[src/rtl/sbg_pkg.sv]
package sbg_pkg;
  typedef enum logic {
    ST_IDLE,
    ST_ISSUE
  } sbg_state_t;

  // strobes from control to datapath
  typedef struct packed {
    logic load;
    logic advance;
    logic rewind;
  } sbg_strobe_t;
endpackage

[src/rtl/sbg_dpath.sv]
module sbg_dpath
  import sbg_pkg::*;
#(
  parameter int ADDR_W     = 32,
  parameter int LEN_W      = 16,
  parameter int ROWS_W     = 12,
  parameter int ID_W       = 5,
  parameter int ALIGN_LOG2 = 2
) (
  input  logic              clk,
  input  logic              rstN,
  input  sbg_strobe_t       strb,
  input  logic [ADDR_W-1:0] descAddr,
  input  logic [LEN_W-1:0]  descXLen,
  input  logic [ROWS_W-1:0] descYLen,
  input  logic [ADDR_W-1:0] descStride,
  input  logic [ID_W-1:0]   descId,
  input  logic              descCyclic,
  input  logic              descIsMem,
  output logic              lastRow,
  output logic              cyclic,
  output logic [ADDR_W-1:0] rowAddr,
  output logic [LEN_W-1:0]  rowLen,
  output logic [ID_W-1:0]   tagId
);
  localparam logic [ADDR_W-1:0] LOW_ONES   = ADDR_W'((64'd1 << ALIGN_LOG2) - 64'd1);
  localparam logic [ADDR_W-1:0] ALIGN_MASK = ~LOW_ONES;

  logic [ADDR_W-1:0] baseQ, rowAddrQ, strideQ;
  logic [LEN_W-1:0]  xLenQ;
  logic [ROWS_W-1:0] yLastQ, rowCntQ;
  logic [ID_W-1:0]   idQ;
  logic              cyclicQ;

  always_ff @(posedge clk) begin
    if (!rstN) begin
      baseQ    <= '0;
      rowAddrQ <= '0;
      strideQ  <= '0;
      xLenQ    <= '0;
      yLastQ   <= '0;
      rowCntQ  <= '0;
      idQ      <= '0;
      cyclicQ  <= 1'b0;
    end else if (strb.load) begin
      baseQ    <= descIsMem ? (descAddr & ALIGN_MASK) : '0;
      rowAddrQ <= descIsMem ? (descAddr & ALIGN_MASK) : '0;
      strideQ  <= descIsMem ? (descStride & ALIGN_MASK) : '0;
      xLenQ    <= descXLen;
      yLastQ   <= descYLen;
      rowCntQ  <= '0;
      idQ      <= descId;
      cyclicQ  <= descCyclic;
    end else if (strb.rewind) begin
      rowAddrQ <= baseQ;
      rowCntQ  <= '0;
    end else if (strb.advance) begin
      rowAddrQ <= rowAddrQ + strideQ;
      rowCntQ  <= rowCntQ + 1'b1;
    end
  end

  assign lastRow = (rowCntQ == yLastQ);
  assign cyclic  = cyclicQ;
  assign rowAddr = rowAddrQ;
  assign rowLen  = xLenQ;
  assign tagId   = idQ;
endmodule

[src/rtl/sbg_ctrl.sv]
module sbg_ctrl
  import sbg_pkg::*;
(
  input  logic        clk,
  input  logic        rstN,
  input  logic        abort,
  input  logic        descValid,
  input  logic        reqReady,
  input  logic        lastRow,
  input  logic        cyclic,
  output logic        descReady,
  output logic        reqValid,
  output logic        doneValid,
  output sbg_strobe_t strb
);
  sbg_state_t stateQ, stateNext;
  logic       doneQ, doneNext;

  always_comb begin
    strb      = '0;
    stateNext = stateQ;
    doneNext  = 1'b0;
    descReady = (stateQ == ST_IDLE) && !abort;
    reqValid  = (stateQ == ST_ISSUE) && !abort;
    if (abort) begin
      stateNext = ST_IDLE;
    end else begin
      unique case (stateQ)
        ST_IDLE: begin
          if (descValid) begin
            strb.load = 1'b1;
            stateNext = ST_ISSUE;
          end
        end
        ST_ISSUE: begin
          if (reqReady) begin
            if (lastRow) begin
              doneNext = 1'b1;
              if (cyclic) strb.rewind = 1'b1;
              else        stateNext   = ST_IDLE;
            end else begin
              strb.advance = 1'b1;
            end
          end
        end
        default: stateNext = ST_IDLE;
      endcase
    end
  end

  always_ff @(posedge clk) begin
    if (!rstN) begin
      stateQ <= ST_IDLE;
      doneQ  <= 1'b0;
    end else begin
      stateQ <= stateNext;
      doneQ  <= doneNext;
    end
  end

  assign doneValid = doneQ;
endmodule

[src/rtl/stride_burst_gen.sv]
module stride_burst_gen
  import sbg_pkg::*;
#(
  parameter int ADDR_W     = 32,
  parameter int LEN_W      = 16,
  parameter int ROWS_W     = 12,
  parameter int ID_W       = 5,
  parameter int ALIGN_LOG2 = 2
) (
  input  logic              clk,
  input  logic              rstN,
  input  logic              abort,
  input  logic              descValid,
  output logic              descReady,
  input  logic [ADDR_W-1:0] descAddr,
  input  logic [LEN_W-1:0]  descXLen,
  input  logic [ROWS_W-1:0] descYLen,
  input  logic [ADDR_W-1:0] descStride,
  input  logic [ID_W-1:0]   descId,
  input  logic              descCyclic,
  input  logic              descIsMem,
  output logic              reqValid,
  input  logic              reqReady,
  output logic [ADDR_W-1:0] reqAddr,
  output logic [LEN_W-1:0]  reqLen,
  output logic              doneValid,
  output logic [ID_W-1:0]   doneId,
  output logic [ADDR_W-1:0] curAddr
);
  sbg_strobe_t       strb;
  logic              lastRow, cyclic;
  logic [ADDR_W-1:0] rowAddr;

  sbg_ctrl ctrl_i (
    .clk       (clk),
    .rstN      (rstN),
    .abort     (abort),
    .descValid (descValid),
    .reqReady  (reqReady),
    .lastRow   (lastRow),
    .cyclic    (cyclic),
    .descReady (descReady),
    .reqValid  (reqValid),
    .doneValid (doneValid),
    .strb      (strb)
  );

  sbg_dpath #(
    .ADDR_W(ADDR_W), .LEN_W(LEN_W), .ROWS_W(ROWS_W),
    .ID_W(ID_W), .ALIGN_LOG2(ALIGN_LOG2)
  ) dpath_i (
    .clk        (clk),
    .rstN       (rstN),
    .strb       (strb),
    .descAddr   (descAddr),
    .descXLen   (descXLen),
    .descYLen   (descYLen),
    .descStride (descStride),
    .descId     (descId),
    .descCyclic (descCyclic),
    .descIsMem  (descIsMem),
    .lastRow    (lastRow),
    .cyclic     (cyclic),
    .rowAddr    (rowAddr),
    .rowLen     (reqLen),
    .tagId      (doneId)
  );

  assign reqAddr = rowAddr;
  assign curAddr = rowAddr;
endmodule

[config.mk]
export PLATFORM = sky130hd
export DESIGN_NAME = stride_burst_gen
export DESIGN_NICKNAME = d
export VERILOG_FILES = /design/src/rtl/sbg_pkg.sv /design/src/rtl/sbg_dpath.sv /design/src/rtl/sbg_ctrl.sv /design/src/rtl/stride_burst_gen.sv
export SDC_FILE = /design/constraint.sdc
export NUM_CORES = 1
export LEC_CHECK = 0
export ABC_AREA = 1
export BUFFER_PORTS_ARGS = -buffer_cell sky130_fd_sc_hd__buf_4
export CORE_UTILIZATION = 54
export DETAILED_ROUTE_END_ITERATION = 12
export HOLD_SLACK_MARGIN = 0.15
export PLACE_DENSITY_LB_ADDON = 0.1
export SETUP_SLACK_MARGIN = 0.3
export SKIP_CTS_REPAIR_TIMING = 1
export SLEW_MARGIN = 20
export SYNTH_ARGS = -nofsm -noshare
export SYNTH_HDL_FRONTEND = slang
export SYNTH_HIERARCHICAL = 1
export SYNTH_SLANG_ARGS = --single-unit
[constraint.sdc]
create_clock -name clk -period 2.96 [get_ports clk]
set_input_delay 0.148 -clock clk [delete_from_list [all_inputs] [get_ports clk]]
set_output_delay 0.148 -clock clk [all_outputs]
set_load 0.01 [all_outputs]
==> flow_summary_export.csv, run 1 <==
group,metric,value,unit
worst_setup_path,crit_path_end_kind,"register",
grt,grt_max_degree,68,
worst_setup_path,critPathKind,"register to register",
cts,cts_root_buffer,"clkbuf_16",
pwr,p_leak,5.297,nW
die,start_util,0.5585,
worst_setup_path,cp_data_required_time,3.31,ns
logic_synthesis,yosysUniqueCellTypes,31,
sta,slew_headroom,0.5528,
grt,grt_usage,0.2841,
cells_and_area,final_layout_size_suffix_gt1_frac,0.1669,
sta,setup_viol_count_final,0,
pwr,peakVddDrop,0.5535,mV
sta,fin_hold_ws,0.2978,ns
cells_and_area,fill_cells,1095,
logic_synthesis,synth_flop_cell,"dfxtp_1",
cts,clk_pin_slew,0.06,ns
cells_and_area,fin_nets,1584,
sta,clock_skew,0.007813,ns
worst_setup_path,crit_path_start_kind,"register",
logic_synthesis,synth_cells,1220,
route,detail-route-antenna-nets,0,
grt,grt_pass1_wl,33590,µm
logic_synthesis,seq_area_frac_synth,0.3536,
sta,hold_viol_final,0,
route,detailroute.via_count,8645,
job,maxCapViolations,0,
worst_setup_path,critPathMaxFanout,60,
logic_synthesis,syn_avg_cell_area,6.404,µm²
run_status,outcome,"finished clean",
die,die_w,122.3,µm
route,routed_wl,23750,µm
place,post_dp_cell_area,9096,µm²
cells_and_area,post-route-cell-area,10780,µm²
route,wl_per_cell,14.45,µm
cts,cts.path.max_buffers,2,
route,drc_errors,0,
grt,grt_pass1_vias,7141,
die,rows,43,
pwr,p_per_area,495.4,nW/µm²
route,drt_iter0_drc,742,
logic_synthesis,synthArstFlopShare,0,
place,place.gp.congestion,0.9191,
min_path,min_path_type,"primary input to register",
cts,htreeDepth,4,
sta,worst_slack,0.3784,ns
route,firstDrtPassIters,5,
sta,drv_slew,0,
sta,finalCriticalPeriod,2.582,ns
die,num_io_pins,192,
logic_synthesis,synth_warnings,6,
cts,cts.sinks,138,
cts,cts_buffers,17,
sta,fmax,0.3874,GHz
cts,clkLatencyLatePin,0.43,ns
route,vias_per_cell,5.262,
logic_synthesis,synth_edf_count,0,
worst_setup_path,crit_arrival,2.93,ns
grt,grt_overflow,0,
sta,rsz0062_at_grt,"no",
place,place_ws,0.4982,ns
die,core_area,13990,µm²
cells_and_area,syn_to_final_growth,38.02,%
grt,antenna_found_initial,0,
sta,period_share,0.8722,
logic_synthesis,synth-seq-cells,138,
place,dp_hpwl,14750,µm
die,die_y,122.3,µm
place,port_buffers,183,
die,fp.dieArea,14950,µm²
sta,fin_setup_tns,0,ns
sta,max_slew.worst_pin.slew,0.6708,ns
cts,cts_tree,"done",
logic_synthesis,netlist_area,7812,µm²
-- critical path, cell delays in order, from the launching register on --
cell	delay, ns
dfxtp_1	0.41
xnor2_1	0.15
nand4_1	0.16
nor4_4	0.38
nand2_1	0.20
nor3_4	0.33
nor2_1	0.12
nand2_2	0.10
buf_12	0.26
o21ai_0	0.16
a31oi_1	0.22
-- synthesized netlist by cell type (14+ instances only) --
library cell | count | area, µm²
o21ai_0 | 116 | 580.6
dfxtp_1 | 138 | 2763
ha_1 | 30 | 375.4
inv_1 | 132 | 495.5
nand2_1 | 366 | 1374
clkbuf_1 | 38 | 142.6
a21oi_1 | 111 | 555.5
nor2_1 | 127 | 476.7
nand3_1 | 45 | 225.2
buf_4 | 35 | 262.8
xor2_1 | 14 | 122.6
-- cells in the final DEF (no fill, tap or decap), drive strengths merged --
master	netlist	layout
fa	1	1
xnor2	10	10
a31oi	9	9
o21bai	4	4
a21oi	111	111
nand3b	1	1
nand2	371	371
conb	1	2
inv	132	135
buf	45	195
diode	0	1
nand4	5	5
xor2	14	14
dlygate4sd3	0	97
nor4	1	1
dfxtp	138	138
o21ai	117	117
nor3	10	10
clkinvlp	0	5
nand3	45	45
bufinv	0	6
nor2	130	130
ha	30	30
clkbuf	38	18
or2	2	2
clkinv	3	3
and2	2	2
-- kinds of logic after synthesis --
logic type | Yosys count | synth area share
xor gates and xnor gates | 24 | 0.02691
and+or+nand+nor | 567 | 0.2881
buffers and inverters | 218 | 0.1227
other | 1 | 0.0004800
adders and majority gates | 31 | 0.05061
AOI/OAI and AO/OA | 241 | 0.1576
DFF | 138 | 0.3536
-- flip-flops by register name (all words and copies together) (netlist names) --
name,cells
dpath_i/rowCntQ,12
dpath_i/tagId,5
ctrl_i/stateQ,1
dpath_i/baseQ,30
dpath_i/rowAddr,30
dpath_i/rowLen,16
dpath_i/yLastQ,12
dpath_i/cyclic,1
ctrl_i/doneValid,1
dpath_i/strideQ,30
-- routing by layer --
metal / track usage / part of all wire
met5: 0 / 0
met4: 0.08613 / 0.027
met3: 0.05530 / 0.057
met2: 0.4737 / 0.49
met1: 0.3693 / 0.43
-- cell type report --
class	instances	area, µm²	area share
antenna	1	2.502	0.0002321
clock buffer	18	439.2	0.04073
clock inverter	14	241.5	0.02240
inverter	135	510.5	0.04734
multi-input combinational	865	4129	0.3829
sequential	138	2763	0.2562
tap	180	225.2	0.02089
timing repair buffer	292	2472	0.2293
-- stage by stage --
| step | total power [mW] | utilization | instances |
|---|---|---|---|
| after floorplan | 2.481 | - | 1221 |
| after global placement | 2.765 | 0.6503 | 1512 |
| after detailed placement | 2.777 | 0.6503 | 1512 |
| after CTS | 5.220 | 0.6989 | 1544 |
| after global routing | 5.538 | 0.7707 | 1642 |
| final | 5.342 | 0.7708 | 1643 |
-- worst paths after layout --
path / start / end / slack [ns] / cells past startpoint
hold reg to reg: dpath_i/baseQ[31] / dpath_i/baseQ[31] / 0.47 / 2
setup / recovery: dpath_i/rowCntQ[2] / dpath_i/rowAddr[3] / 0.38 / 10
hold / removal: rstN / dpath_i/rowLen[7] / 0.30 / 3
setup reg to reg: dpath_i/rowCntQ[2] / dpath_i/rowAddr[3] / 0.38 / 10
-- where the power goes --
group          switching (mW)  total (mW)  internal (mW)
Combinational           0.432       0.856          0.424
Clock                   0.855        2.46           1.61
Sequential             0.0774        2.03           1.95
Total                    1.36        5.34           3.98
Power figures use the tool's default switching activity.
==> inputs of run 2 (changes only) <==
--- a/config.mk
+++ b/config.mk
@@ -11,6 +11,7 @@
 export DETAILED_ROUTE_END_ITERATION = 12
 export HOLD_SLACK_MARGIN = 0.15
 export PLACE_DENSITY_LB_ADDON = 0.1
+export RECOVER_POWER = 25
 export SETUP_SLACK_MARGIN = 0.3
 export SKIP_CTS_REPAIR_TIMING = 1
 export SLEW_MARGIN = 20
==> run 2 against run 1 <==
  * Largest power group unchanged
  * Setup slack gained 0.024 ns
  * Sequential share of layout area rose by 0.50 points
  * Final area down 1.9%
  * Global-route usage did not move
  * Critical path type unchanged
  * Critical path depth is the same
  * Clock skew up 0.0043 ns
  * Total power decreased by 0.69%
  * Fmax is 0.94% higher
  * First-iteration DRC count down 5.1%
  * Sequential cell count did not move
  * Combinational power fell by 4.9%
==> flow_summary_export.csv, run 2 (synthesized netlist as in run 1, its figures left out) <==
group,metric,value,unit
die,num_io_pins,192,
sta,period_share,0.8640,
cts,clk_pin_slew,0.06,ns
sta,slew_headroom,0.5527,
route,detailroute.via_count,8621,
worst_setup_path,critPathMaxFanout,60,
place,port_buffers,183,
pwr,p_sw,1.370,mW
grt,antenna_found_initial,0,
route,drc_errors,0,
place,dp_hpwl,14750,µm
die,die_w,122.3,µm
sta,rsz0062_at_grt,"no",
worst_setup_path,crit_arrival,2.91,ns
pwr,peakVddDrop,0.5531,mV
pwr,power_frac_comb,0.153,
die,die_y,122.3,µm
route,routed_wl,23840,µm
worst_setup_path,crit_path_end_kind,"register",
run_status,outcome,"finished clean",
sta,drv_slew,0,
place,place_ws,0.4982,ns
route,detail-route-antenna-nets,0,
route,drt_iter0_drc,704,
sta,worst_slack,0.4024,ns
die,core_area,13990,µm²
worst_setup_path,critPathKind,"register to register",
cts,cts_tree,"done",
worst_setup_path,cp_data_required_time,3.31,ns
cts,cts_buffers,17,
sta,hold_viol_final,0,
cells_and_area,final_layout_size_suffix_gt1_frac,0.1293,
grt,grt_pass1_wl,33590,µm
sta,finalCriticalPeriod,2.558,ns
cells_and_area,final_cell_mix,"nand2_1, dfxtp_1, buf_4",
cts,clkLatencyLatePin,0.43,ns
worst_setup_path,r2r_slack,0.40,ns
grt,grt_usage,0.2841,
pwr,pwr-share-clk,0.465,
pwr,p_leak,5.072,nW
cts,htreeDepth,4,
pwr,seq_power_share,0.381,
cts,cts.path.max_buffers,2,
cts,cts_root_buffer,"clkbuf_16",
cells_and_area,final_common_cell,"nand2_1",
pwr,internal_power,3.936,mW
worst_setup_path,crit_path_start_kind,"register",
grt,grt_overflow,0,
cells_and_area,post_layout_nonfiller_instances,1643,
place,post_dp_cell_area,9096,µm²
min_path,min_from,"rstN",
sta,fmax,0.3910,GHz
cts,cts.sinks,138,
pwr,swShare,0.2582,
worst_setup_path,crit_start,"dpath_i/rowCntQ[2]",
grt,grt_pass1_vias,7141,
route,wl_per_cell,14.51,µm
sta,clock_skew,0.01211,ns
pwr,power,5.305,mW
sta,fin_setup_tns,0,ns
job,maxCapViolations,0,
min_path,min_path_type,"primary input to register",
worst_setup_path,r2r-start,"dpath_i/rowCntQ[2]",
die,fp.dieArea,14950,µm²
sta,setup_viol_count_final,0,
cells_and_area,syn_to_final_growth,35.38,%
pwr,p_per_area,501.6,nW/µm²
place,place.gp.congestion,0.9191,
cells_and_area,fin_nets,1584,
place,place_inst,1512,
die,start_util,0.5585,
die,rows,43,
route,vias_per_cell,5.247,
cells_and_area,post-route-cell-area,10580,µm²
sta,max_slew.worst_pin.slew,0.6710,ns
grt,grt_max_degree,68,
route,firstDrtPassIters,6,
[run 2: cell types whose count changed in the layout (fill, tap and decap cells not counted), sizes merged]
| cell | before | now |
|---|---|---|
| clkbuf | 18 | 73 |
| buf | 195 | 140 |
[run 2: worst max-delay path, cell delays in order, from the launching register on]
cell and delay (ns):
dfxtp_1 0.41, xnor2_1 0.15, nand4_1 0.16, nor4_4 0.38, nand2_1 0.20, nor3_4 0.34
nor2_1 0.12, nand2_2 0.10, buf_12 0.25, o21ai_0 0.15, a31oi_1 0.21
[run 2: layout make-up]
class | count | area, µm²
antenna | 1 | 2.502
clock buffer | 18 | 439.2
clock inverter | 14 | 241.5
fill | 1173 | 3412
inverter | 135 | 510.5
multi-input combinational | 865 | 4129
sequential | 138 | 2763
tap | 180 | 225.2
timing repair buffer | 292 | 2266
[run 2: layer usage]
layer  GRT usage  up-vias  share of wire
met5           0        -              0
met4     0.08613        0          0.025
met3     0.05530       55          0.058
met2      0.4737      336           0.49
met1      0.3693     3922           0.43
li1            -     4308              -
[run 2: through the flow]
step,util,hold slack [ns]
finish,0.7561,0.2945
global route,0.7559,0.3194
CTS,0.6989,-0.06469
detailed placement,0.6503,0.3757
global placement,0.6503,0.3680
floorplan,-,0.2829
[run 2: path summary, 6_finish.rpt]
| kind | cells past startpoint | end |
|---|---|---|
| setup / recovery | 10 | dpath_i/rowAddr[3] |
| hold / removal | 3 | dpath_i/rowLen[7] |
| setup reg to reg | 10 | dpath_i/rowAddr[3] |
| hold reg to reg | 2 | dpath_i/baseQ[31] |
[run 2: power by group through the flow]
stage          logic, mW  registers [mW]  clock network [mW]
2_1_floorplan      0.418            2.06                   0
3_3_place_gp       0.707            2.06                   0
3_5_place_dp       0.717            2.06                   0
4_1_cts            0.724            2.02                2.48
5_1_grt            0.893            2.03                2.57
6_report           0.814            2.02                2.47
==> inputs of run 3 (changes only) <==
--- a/config.mk
+++ b/config.mk
@@ -7,6 +7,7 @@
 export LEC_CHECK = 0
 export ABC_AREA = 1
 export BUFFER_PORTS_ARGS = -buffer_cell sky130_fd_sc_hd__buf_4
+export CORE_MARGIN = 4
 export CORE_UTILIZATION = 54
 export DETAILED_ROUTE_END_ITERATION = 12
 export HOLD_SLACK_MARGIN = 0.15
@@ -17,5 +18,4 @@
 export SLEW_MARGIN = 20
 export SYNTH_ARGS = -nofsm -noshare
 export SYNTH_HDL_FRONTEND = slang
-export SYNTH_HIERARCHICAL = 1
 export SYNTH_SLANG_ARGS = --single-unit
==> run 3 against run 2 <==
  * First-iteration DRC count fell by 27%
  * Area after synthesis rose by 1.9%
  * Core utilization fell by 1.7 points
  * Clock power fell by 11%
  * Cell count rose by 1.2%
  * Sequential power barely moved
  * Via count fell by 0.44%
  * Wire length rose by 3.6%
  * Register-to-register slack improved by 0.28 ns
  * Global-route usage fell by 2.1 points
  * Largest cell class unchanged
  * Largest power group unchanged
==> flow_summary_export.csv, run 3 <==
group,metric,value,unit
logic_synthesis,yosysUniqueCellTypes,35,
route,drc_errors,0,
die,num_io_pins,192,
logic_synthesis,syn_avg_cell_area,6.530,µm²
logic_synthesis,synthArstFlopShare,0,
worst_setup_path,critPathMaxFanout,57,
grt,grt_overflow,0,
cells_and_area,ff_latch_area,2763,µm²
die,fp.dieArea,16750,µm²
place,place_inst,1520,
pwr,p_per_area,475.5,nW/µm²
cells_and_area,fin_nets,1600,
sta,period_share,0.7826,
run_status,outcome,"finished clean",
cells_and_area,final_cell_mix,"nand2_1, nor2_1, dfxtp_1, buf_4, inv_1",
logic_synthesis,netlist_area,7960,µm²
route,drt_iter0_drc,512,
logic_synthesis,synthTopCellsByCount,"nand2_1, nor2_1, dfxtp_1, inv_1, a21oi_1",
route,firstDrtPassIters,7,
logic_synthesis,synth.most_common_cell,"nand2_1",
worst_setup_path,slowest_delay,0.58,ns
logic_synthesis,synthAdderAreaFrac,0.04967,
logic_synthesis,synth_top_area_frac,0.3471,
route,wl_per_cell,14.86,µm
worst_setup_path,ff2ff_path_depth,9,
pwr,p_leak,5.125,nW
route,routed_wl,24700,µm
logic_synthesis,synth_top_family_by_area,"simple AND/OR/NAND/NOR gates",
place,dp_hpwl,16380,µm
cts,clkLatencyLatePin,0.43,ns
sta,drv_slew,0,
logic_synthesis,yosys.area_share.simple,0.3065,
sta,fin_hold_ws,0.2279,ns
worst_setup_path,crit_path_end_kind,"register",
cts,clk_pin_slew,0.06,ns
place,port_buffers,183,
die,die_y,129.4,µm
cells_and_area,syn_to_final_growth,34.39,%
logic_synthesis,synthXorXnorAreaFrac,0.03175,
sta,slew_headroom,0.3828,
cells_and_area,post_layout_nonfiller_instances,1663,
sta,fin_setup_tns,0,ns
cells_and_area,final_layout_size_suffix_gt1_frac,0.1252,
logic_synthesis,synth-seq-cells,138,
sta,rsz0062_at_grt,"no",
logic_synthesis,synth_flop_cell,"dfxtp_1",
grt,grt_pass1_wl,35070,µm
logic_synthesis,synth_edf_count,0,
cells_and_area,final_common_cell,"nand2_1",
cts,cts.sinks,138,
route,detail-route-antenna-nets,0,
cts,htreeDepth,4,
pwr,power,5.087,mW
sta,clock_skew,0.007043,ns
logic_synthesis,synth_cells,1219,
cells_and_area,fill_cells,1207,
worst_setup_path,crit_arrival,2.64,ns
logic_synthesis,synth_warnings,0,
worst_setup_path,critPathKind,"primary input to register",
min_path,min_path_type,"primary input to register",
grt,grt_util_met1,0.3554,
worst_setup_path,crit_chain,"dlygate4sd3_1 -> buf_4 -> nor2_1 -> nand2_4 -> buf_4 -> o21ai_0 -> dlygate4sd3_1 -> nor2_1",
grt,antenna_found_initial,1,
worst_setup_path,cpLargestDelayFamily,"buffers and inverters",
grt,grt_use_met2,0.4293,
cells_and_area,multi_input_area,4254,µm²
cts,cts_buffers,17,
die,die_w,129.4,µm
cts,cts_root_buffer,"clkbuf_16",
pwr,peakVddDrop,0.4370,mV
worst_setup_path,worst-path-stages,8,
logic_synthesis,seq_area_frac_synth,0.3471,
sta,hold_viol_final,0,
logic_synthesis,synth_area_leaders,"dfxtp_1, nand2_1, nor2_1, inv_1, a21oi_1",
logic_synthesis,synth.mux.area_fraction,0,
cts,cts_tree,"done",
cts,cts.path.max_buffers,2,
sta,setup_viol_count_final,0,
job,maxCapViolations,0,
grt,met3_usage,0.06348,
grt,top_usage_layer,"met2",
sta,fmax,0.4317,GHz
die,core_area,14480,µm²
worst_setup_path,crit_slowest_cell,"dlygate4sd3_1",
sta,finalCriticalPeriod,2.317,ns
worst_setup_path,crit_path_start_kind,"primary input",
sta,max_slew.worst_pin.slew,0.9258,ns
min_path,hold_path_depth,4,
die,rows,44,
route,vias_per_cell,5.161,
grt,grt_usage,0.2628,
worst_setup_path,cp_data_required_time,3.28,ns
logic_synthesis,yosys.area.top_type,"dfxtp_1",
place,place.gp.congestion,0.9318,
grt,grt_pass1_vias,7175,
route,detailroute.via_count,8583,
worst_setup_path,path_buf_inv,4,
logic_synthesis,synth_compound_area_frac,0.1437,
grt,grt_max_degree,58,
die,start_util,0.5498,
cells_and_area,fin_util,0.7389,
==> run 3: final timing paths <==
path	slack (ns)	to	startpoint
worst min register to register	0.47	dpath_i.baseQ[16]	dpath_i.baseQ[16]
worst min-delay path	0.23	dpath_i.baseQ[16]	descValid
worst max-delay path	0.64	dpath_i.rowLen[2]	abort
worst max register to register	0.68	dpath_i.rowAddr[27]	dpath_i.rowCntQ[5]
==> run 3: report_power, final <==
group | leakage, nW | total [mW] | switching [mW] | internal [mW]
Combinational | 3.70 | 0.862 | 0.456 | 0.406
Sequential | 1.13 | 2.03 | 0.0802 | 1.95
Clock | 0.296 | 2.20 | 0.849 | 1.35
==> run 3: layer usage <==
layer,share of wire,vias to the layer above
met3,0.067,40
met1,0.44,3917
met5,0,-
li1,-,4343
met4,0.017,0
met2,0.48,283
==> run 3: area by class of cell <==
class	instances	area share
diodes	1	0.0002339
well taps	184	0.02152
clock buffers	18	0.04105
inverters	127	0.04456
multi-input cells	877	0.3977
repair buffers	304	0.2209
flip-flops and latches	138	0.2582
clock inverters	14	0.01579
==> run 3: kinds of logic (layout without fill, tap and decap cells) <==
group                    count (synthesis)  after routing
adder cells (fa/ha/maj)                 31             31
buffers and inverters                  207            463
AND/OR/NAND/NOR                        610            610
AO/OA/AOI/OAI                          204            204
XOR/XNOR                                28             28
flip-flops                             138            138
other                                    1              5
==> run 3: tightest hold or removal path: stages <==
cell     delay, ns
buf_4         0.11
nand2_4       0.15
nand2_1       0.12
a21oi_1       0.06
==> run 3: through the flow <==
step / setup WS [ns] / instance area (µm²)
6_report: 0.6434 / 10700
5_1_grt: 0.5043 / 10700
3_5_place_dp: 0.7040 / 9193
3_3_place_gp: 0.7111 / 9193
4_1_cts: 0.6788 / 9801
2_1_floorplan: 0.9804 / 7971
